**src/rtl/spt_pkg.sv**
```systemverilog
package spt_pkg;

    typedef enum logic [2:0] {
        ST_IDLE,
        ST_PROBE_HI,
        ST_PROBE_LO,
        ST_DECIDE,
        ST_ALIGN,
        ST_STEP,
        ST_HOLD
    } spt_state_e;

endpackage

```
**src/rtl/spt_probe_calc.sv**
```systemverilog
module spt_probe_calc #(
    parameter int TAP_W     = 5,
    parameter int MAX_TAP   = 31,
    parameter int PROBE_OFS = 2
) (
    input  logic [TAP_W-1:0] center,
    output logic [TAP_W-1:0] probe_hi,
    output logic [TAP_W-1:0] probe_lo
);
    localparam logic [TAP_W:0] OFS_W = (TAP_W+1)'(PROBE_OFS);
    localparam logic [TAP_W:0] MAX_W = (TAP_W+1)'(MAX_TAP);

    logic [TAP_W:0] wide_c;
    logic [TAP_W:0] sum_w;

    always_comb begin
        wide_c = {1'b0, center};
        sum_w  = wide_c + OFS_W;
        if (sum_w > MAX_W) begin
            probe_hi = MAX_W[TAP_W-1:0];
        end else begin
            probe_hi = sum_w[TAP_W-1:0];
        end
        if (wide_c < OFS_W) begin
            probe_lo = '0;
        end else begin
            probe_lo = center - OFS_W[TAP_W-1:0];
        end
    end
endmodule

```
**src/rtl/spt_word_cmp.sv**
```systemverilog
module spt_word_cmp #(
    parameter int WORD_W = 4
) (
    input  logic [WORD_W-1:0] word_a,
    input  logic [WORD_W-1:0] word_b,
    output logic              differ
);
    logic [WORD_W-1:0] bit_diff;

    for (genvar i = 0; i < WORD_W; i++) begin : g_bit
        assign bit_diff[i] = word_a[i] ^ word_b[i];
    end

    assign differ = |bit_diff;
endmodule

```
**src/rtl/spt_step_decide.sv**
```systemverilog
module spt_step_decide #(
    parameter int TAP_W   = 5,
    parameter int MAX_TAP = 31
) (
    input  logic [TAP_W-1:0] center,
    input  logic             hi_bad,
    input  logic             lo_bad,
    output logic             move,
    output logic [TAP_W-1:0] next_tap
);
    localparam logic [TAP_W-1:0] MAX_T = TAP_W'(MAX_TAP);

    always_comb begin
        move     = 1'b0;
        next_tap = center;
        if (lo_bad && !hi_bad && center < MAX_T) begin
            move     = 1'b1;
            next_tap = center + 1'b1;
        end else if (hi_bad && !lo_bad && center != '0) begin
            move     = 1'b1;
            next_tap = center - 1'b1;
        end
    end
endmodule

```
**src/rtl/sample_point_tracker.sv**
```systemverilog
module sample_point_tracker
    import spt_pkg::*;
#(
    parameter int WORD_W    = 4,
    parameter int TAP_W     = 5,
    parameter int MAX_TAP   = 31,
    parameter int PROBE_OFS = 2,
    parameter int TEST_LEN  = 128,
    parameter int SETTLE    = 2
) (
    input  logic              clk,
    input  logic              rst_n,
    input  logic              track_en,
    input  logic              halt,
    input  logic              align_done,
    input  logic [TAP_W-1:0]  init_tap,
    input  logic [WORD_W-1:0] master_word,
    input  logic [WORD_W-1:0] slave_word,
    output logic [TAP_W-1:0]  master_tap,
    output logic [TAP_W-1:0]  slave_tap,
    output logic              out_sel
);
    localparam int DWELL = SETTLE + TEST_LEN;
    localparam int CNT_W = $clog2(DWELL + 1);
    localparam logic [CNT_W-1:0] DWELL_LAST  = CNT_W'(DWELL - 1);
    localparam logic [CNT_W-1:0] SETTLE_LAST = CNT_W'(SETTLE - 1);
    localparam logic [CNT_W-1:0] SETTLE_C    = CNT_W'(SETTLE);

    typedef struct packed {
        spt_state_e       state;
        logic [CNT_W-1:0] cnt;
        logic [TAP_W-1:0] master;
        logic [TAP_W-1:0] slave;
        logic             sel;
        logic             hi_bad;
        logic             lo_bad;
    } spt_regs_t;

    spt_regs_t r_q, r_d;

    logic [TAP_W-1:0] probe_hi, probe_lo, step_tap;
    logic             words_differ, step_move, compare_now, active;

    spt_probe_calc #(
        .TAP_W(TAP_W), .MAX_TAP(MAX_TAP), .PROBE_OFS(PROBE_OFS)
    ) u_probe (
        .center(r_q.master), .probe_hi(probe_hi), .probe_lo(probe_lo)
    );

    spt_word_cmp #(.WORD_W(WORD_W)) u_cmp (
        .word_a(master_word), .word_b(slave_word), .differ(words_differ)
    );

    spt_step_decide #(.TAP_W(TAP_W), .MAX_TAP(MAX_TAP)) u_step (
        .center(r_q.master), .hi_bad(r_q.hi_bad), .lo_bad(r_q.lo_bad),
        .move(step_move), .next_tap(step_tap)
    );

    assign compare_now = (r_q.cnt >= SETTLE_C);
    assign active      = (r_q.state != ST_IDLE);

    always_comb begin
        r_d = r_q;
        if (!(align_done && track_en)) begin
            r_d.state  = ST_IDLE;
            r_d.cnt    = '0;
            r_d.sel    = 1'b0;
            r_d.hi_bad = 1'b0;
            r_d.lo_bad = 1'b0;
            if (!align_done) begin
                r_d.master = init_tap;
            end
            r_d.slave = r_d.master;
        end else if (!halt) begin
            unique case (r_q.state)
                ST_IDLE: begin
                    r_d.state  = ST_PROBE_HI;
                    r_d.slave  = probe_hi;
                    r_d.cnt    = '0;
                    r_d.hi_bad = 1'b0;
                    r_d.lo_bad = 1'b0;
                end
                ST_PROBE_HI: begin
                    if (compare_now && words_differ) r_d.hi_bad = 1'b1;
                    if (r_q.cnt == DWELL_LAST) begin
                        r_d.state = ST_PROBE_LO;
                        r_d.slave = probe_lo;
                        r_d.cnt   = '0;
                    end else begin
                        r_d.cnt = r_q.cnt + 1'b1;
                    end
                end
                ST_PROBE_LO: begin
                    if (compare_now && words_differ) r_d.lo_bad = 1'b1;
                    if (r_q.cnt == DWELL_LAST) begin
                        r_d.state = ST_DECIDE;
                        r_d.cnt   = '0;
                    end else begin
                        r_d.cnt = r_q.cnt + 1'b1;
                    end
                end
                ST_DECIDE: begin
                    r_d.cnt = '0;
                    if (step_move) begin
                        r_d.state = ST_ALIGN;
                        r_d.slave = r_q.master;
                    end else begin
                        r_d.state  = ST_PROBE_HI;
                        r_d.slave  = probe_hi;
                        r_d.hi_bad = 1'b0;
                        r_d.lo_bad = 1'b0;
                    end
                end
                ST_ALIGN: begin
                    if (r_q.cnt == SETTLE_LAST) begin
                        r_d.state = ST_STEP;
                        r_d.sel   = 1'b1;
                        r_d.cnt   = '0;
                    end else begin
                        r_d.cnt = r_q.cnt + 1'b1;
                    end
                end
                ST_STEP: begin
                    r_d.master = step_tap;
                    r_d.state  = ST_HOLD;
                    r_d.cnt    = '0;
                end
                ST_HOLD: begin
                    if (r_q.cnt == SETTLE_LAST) begin
                        r_d.state  = ST_PROBE_HI;
                        r_d.sel    = 1'b0;
                        r_d.slave  = probe_hi;
                        r_d.cnt    = '0;
                        r_d.hi_bad = 1'b0;
                        r_d.lo_bad = 1'b0;
                    end else begin
                        r_d.cnt = r_q.cnt + 1'b1;
                    end
                end
                default: r_d.state = ST_IDLE;
            endcase
        end
    end

    always_ff @(posedge clk) begin
        if (!rst_n) begin
            r_q.state  <= ST_IDLE;
            r_q.cnt    <= '0;
            r_q.master <= '0;
            r_q.slave  <= '0;
            r_q.sel    <= 1'b0;
            r_q.hi_bad <= 1'b0;
            r_q.lo_bad <= 1'b0;
        end else begin
            r_q <= r_d;
        end
    end

    assign master_tap = r_q.master;
    assign slave_tap  = r_q.slave;
    assign out_sel    = r_q.sel;
endmodule

```
**config.mk**
```make
export PLATFORM = sky130hd
export DESIGN_NAME = sample_point_tracker
export DESIGN_NICKNAME = d
export VERILOG_FILES = /design/src/rtl/spt_pkg.sv /design/src/rtl/spt_probe_calc.sv /design/src/rtl/spt_word_cmp.sv /design/src/rtl/spt_step_decide.sv /design/src/rtl/sample_point_tracker.sv
export SDC_FILE = /design/constraint.sdc
export NUM_CORES = 1
export LEC_CHECK = 0
export ABC_AREA = 1
export BUFFER_PORTS_ARGS = -buffer_cell sky130_fd_sc_hd__clkbuf_2
export CAP_MARGIN = 20
export CORE_UTILIZATION = 45
export CTS_CLUSTER_DIAMETER = 30
export DETAILED_ROUTE_END_ITERATION = 8
export PLACE_DENSITY_LB_ADDON = 0.12
export SLEW_MARGIN = 25
export SYNTH_ARGS = -nofsm -noshare
export SYNTH_HDL_FRONTEND = slang
export SYNTH_SLANG_ARGS = --single-unit
```
**constraint.sdc**
```tcl
create_clock -name clk -period 2.2 [get_ports clk]
set_input_delay 0.22 -clock clk [delete_from_list [all_inputs] [get_ports clk]]
set_output_delay 0.22 -clock clk [all_outputs]
set_load 0.01 [all_outputs]
```
==> out/results.txt <==
Req. time, crit path: 2370 ps
crit path DAT: 2090 ps
post-CTS setup buffers: 0
clk slew on worst S/H paths: 90 ps
post-synthesis cell type count: 34
Multi-input gate area: 1321 um2
DRT iter0 DRCs: 135
CTS tree: done
number of global-route vias before repair: 1788
Tightest Pin Transition: 424.1 ps
Most used DFF post-synth: dfxtp_1
GP Congestion: 0.8811
Avg Inst Size Synth: 6.622 um2
final setup skew: 1.421 ps
RSZ-0062 raised after global routing: no
power per cell area: 505.0 nW/um2
final hold vios: 0
Max transition margin: 0.7169
P&R area growth vs syn: 10.92%
CTS buffer count: 3
syn_nets: 336
min Tclk post-route: 1921 ps
Reg area: 480.5 um2
Post-synth EDFFs: 0
HPWL after DPL: 3713 um
post-route setup TNS: 0 ps
CTS Hold Buffers Added: 0
first-pass GRT wire length: 7790 um
Yosys top cell by area: dfxtp_1
setup ws final: 279.1 ps
total gr overflow: 0
Hold Crit Class: input pin to flop
Die Y: 69.32 um
Avg WL per Cell: 12.15 um
largest net degree at the start of global routing: 15
antenna-violating nets left: 0
Root Buffer: clkbuf_8
DRT Pass-1 Iters: 4
CTS max path bufs: 2
Total GRT Usage: 0.1991
antenna violations before repair: 0
startpoint types: flop
area of the core: 4354 um2
ys async rst share: 0
Clock Sinks: 24
count leader, synth: nand2_1
initial core utilization: 0.4684
post_cts resized: 0
Peak VDD IR: 248.6 uV
Synth top area share: 0.2356
I/O Pins: 29
Commonest cells post-synth: nand2_1, nor2_1, inv_1
# DRC: 0
leakage power: 0.001025 uW
placed cells: 380
top cells by area, synth: dfxtp_1, nand2_1, a21oi_1, nor2_1, ha_1
synthesized area: 2039 um2
final std cells w/o fill: 384
final net count: 361
FF+latch count, synth: 24
DR vias: 1948
Final period util: 0.8731
total of warnings raised by yosys: 0
max-cap violations: 0
Setup WS pre-CTS: 274.3 ps
critical path type: flop to flop
vias per cell: 5.073
number of H-tree levels: 1
status: finished, final reports clean
die area: 4805 um2
row cnt: 24
maximum clock frequency: 520.6 MHz
Clock Latency Late Sink: 270 ps
Inserted Diodes: 0
Final setup viols: 0
fillers: 465
share of cells above drive strength 1: 0.2440
Buffers on Ports: 28
Finished Core Util: 0.5195
Total Wirelength: 4664 um
synthesized instance count: 308
sequential-to-total area share from yosys stat: 0.2356
Crit. End Element: flop
Slew Limit Fails: 0
die extent in x: 69.32 um
crit path max fanout: 8
[critical path, cell delays in order (launching register included)]
cell and delay [ps]:
dfxtp_1 320, ha_1 230, nand4_1 100, nand2_1 180, ha_1 370, a21oi_1 150, nand2_1 80, o21a_1 170
nor3_1 180, nor2_1 60
[sequential cells by signal, summed over array words and instances (netlist names)]
name / count
master_tap: 5
r_q: 13
out_sel: 1
slave_tap: 5
[placed cells by master (no fill, tap or decap)]
cell type | synthesis | routed
nor3_1 | 7 | 7
inv_4 | 1 | 1
buf_4 | 11 | 5
nand4_1 | 6 | 6
nand2_1 | 68 | 68
xnor2_1 | 2 | 2
clkbuf_8 | 0 | 3
nand2_4 | 4 | 4
nand4_2 | 1 | 1
clkinv_4 | 1 | 1
nor2_1 | 32 | 32
nand3_1 | 19 | 19
o21a_1 | 1 | 1
a21oi_2 | 1 | 1
nand3b_1 | 1 | 1
nor3b_1 | 1 | 1
dfxtp_1 | 24 | 24
a21oi_1 | 24 | 24
xor2_1 | 8 | 8
ha_1 | 9 | 9
nor2_4 | 5 | 5
a31oi_1 | 1 | 1
o21ai_0 | 12 | 12
inv_1 | 28 | 28
nor2_2 | 11 | 11
nor4_1 | 1 | 1
nand2_2 | 7 | 7
bufinv_16 | 0 | 1
inv_2 | 7 | 7
clkbuf_2 | 0 | 28
nand3_4 | 1 | 1
nand3_2 | 4 | 4
nand2_8 | 1 | 1
o21ai_1 | 6 | 6
fa_1 | 1 | 1
[layer usage]
metal	global-route usage	wire length, um
met1	0.2457	2216
met2	0.3463	2155
met5	0	0
met3	0.02180	155
met4	0.09070	136
[power by group]
part	leakage [uW]	internal [uW]	switching, uW	total, uW
combinational	0.000793	107	172	279
clock	0.0000357	244	155	399
sequential	0.000196	453	12.2	465
[cell families after synthesis]
| kind of cell | count (synthesis) | share of synthesized area |
|---|---|---|
| xor gates and xnor gates | 10 | 0.04295 |
| DFF | 24 | 0.2356 |
| adders and majority gates | 10 | 0.06503 |
| AOI/OAI and AO/OA | 45 | 0.1141 |
| and+or+nand+nor | 169 | 0.4258 |
| buffers and inverters | 50 | 0.1166 |
[per-stage QoR]
stage / instance area (um2) / total power (uW) / hold slack, ps
2_1_floorplan: 2039 / 687.2 / 358.4
6_report: 2262 / 1142 / 297.2
4_1_cts: 2262 / 1152 / 276.5
3_3_place_gp: 2191 / 754.0 / 500.0
3_5_place_dp: 2191 / 753.0 / 508.8
5_1_grt: 2262 / 1206 / 293.7
[path summary, 6_finish.rpt]
kind	depth (start not counted)	slack, ps	from	to
max	9	280	master_tap[1]	master_tap[3]
min	3	300	rst_n	master_tap[0]
max reg2reg	9	280	master_tap[1]	master_tap[3]
min reg2reg	2	520	r_q[1]	r_q[1]
[cell type report]
cell class,instances,area share
Tap cell,52,0.02876
Multi-Input combinational cell,234,0.5841
Clock inverter,1,0.01327
Clock buffer,3,0.01825
Timing Repair Buffer,33,0.07854
Inverter,37,0.06471
Sequential cell,24,0.2124
Power figures use the tool's default switching activity.
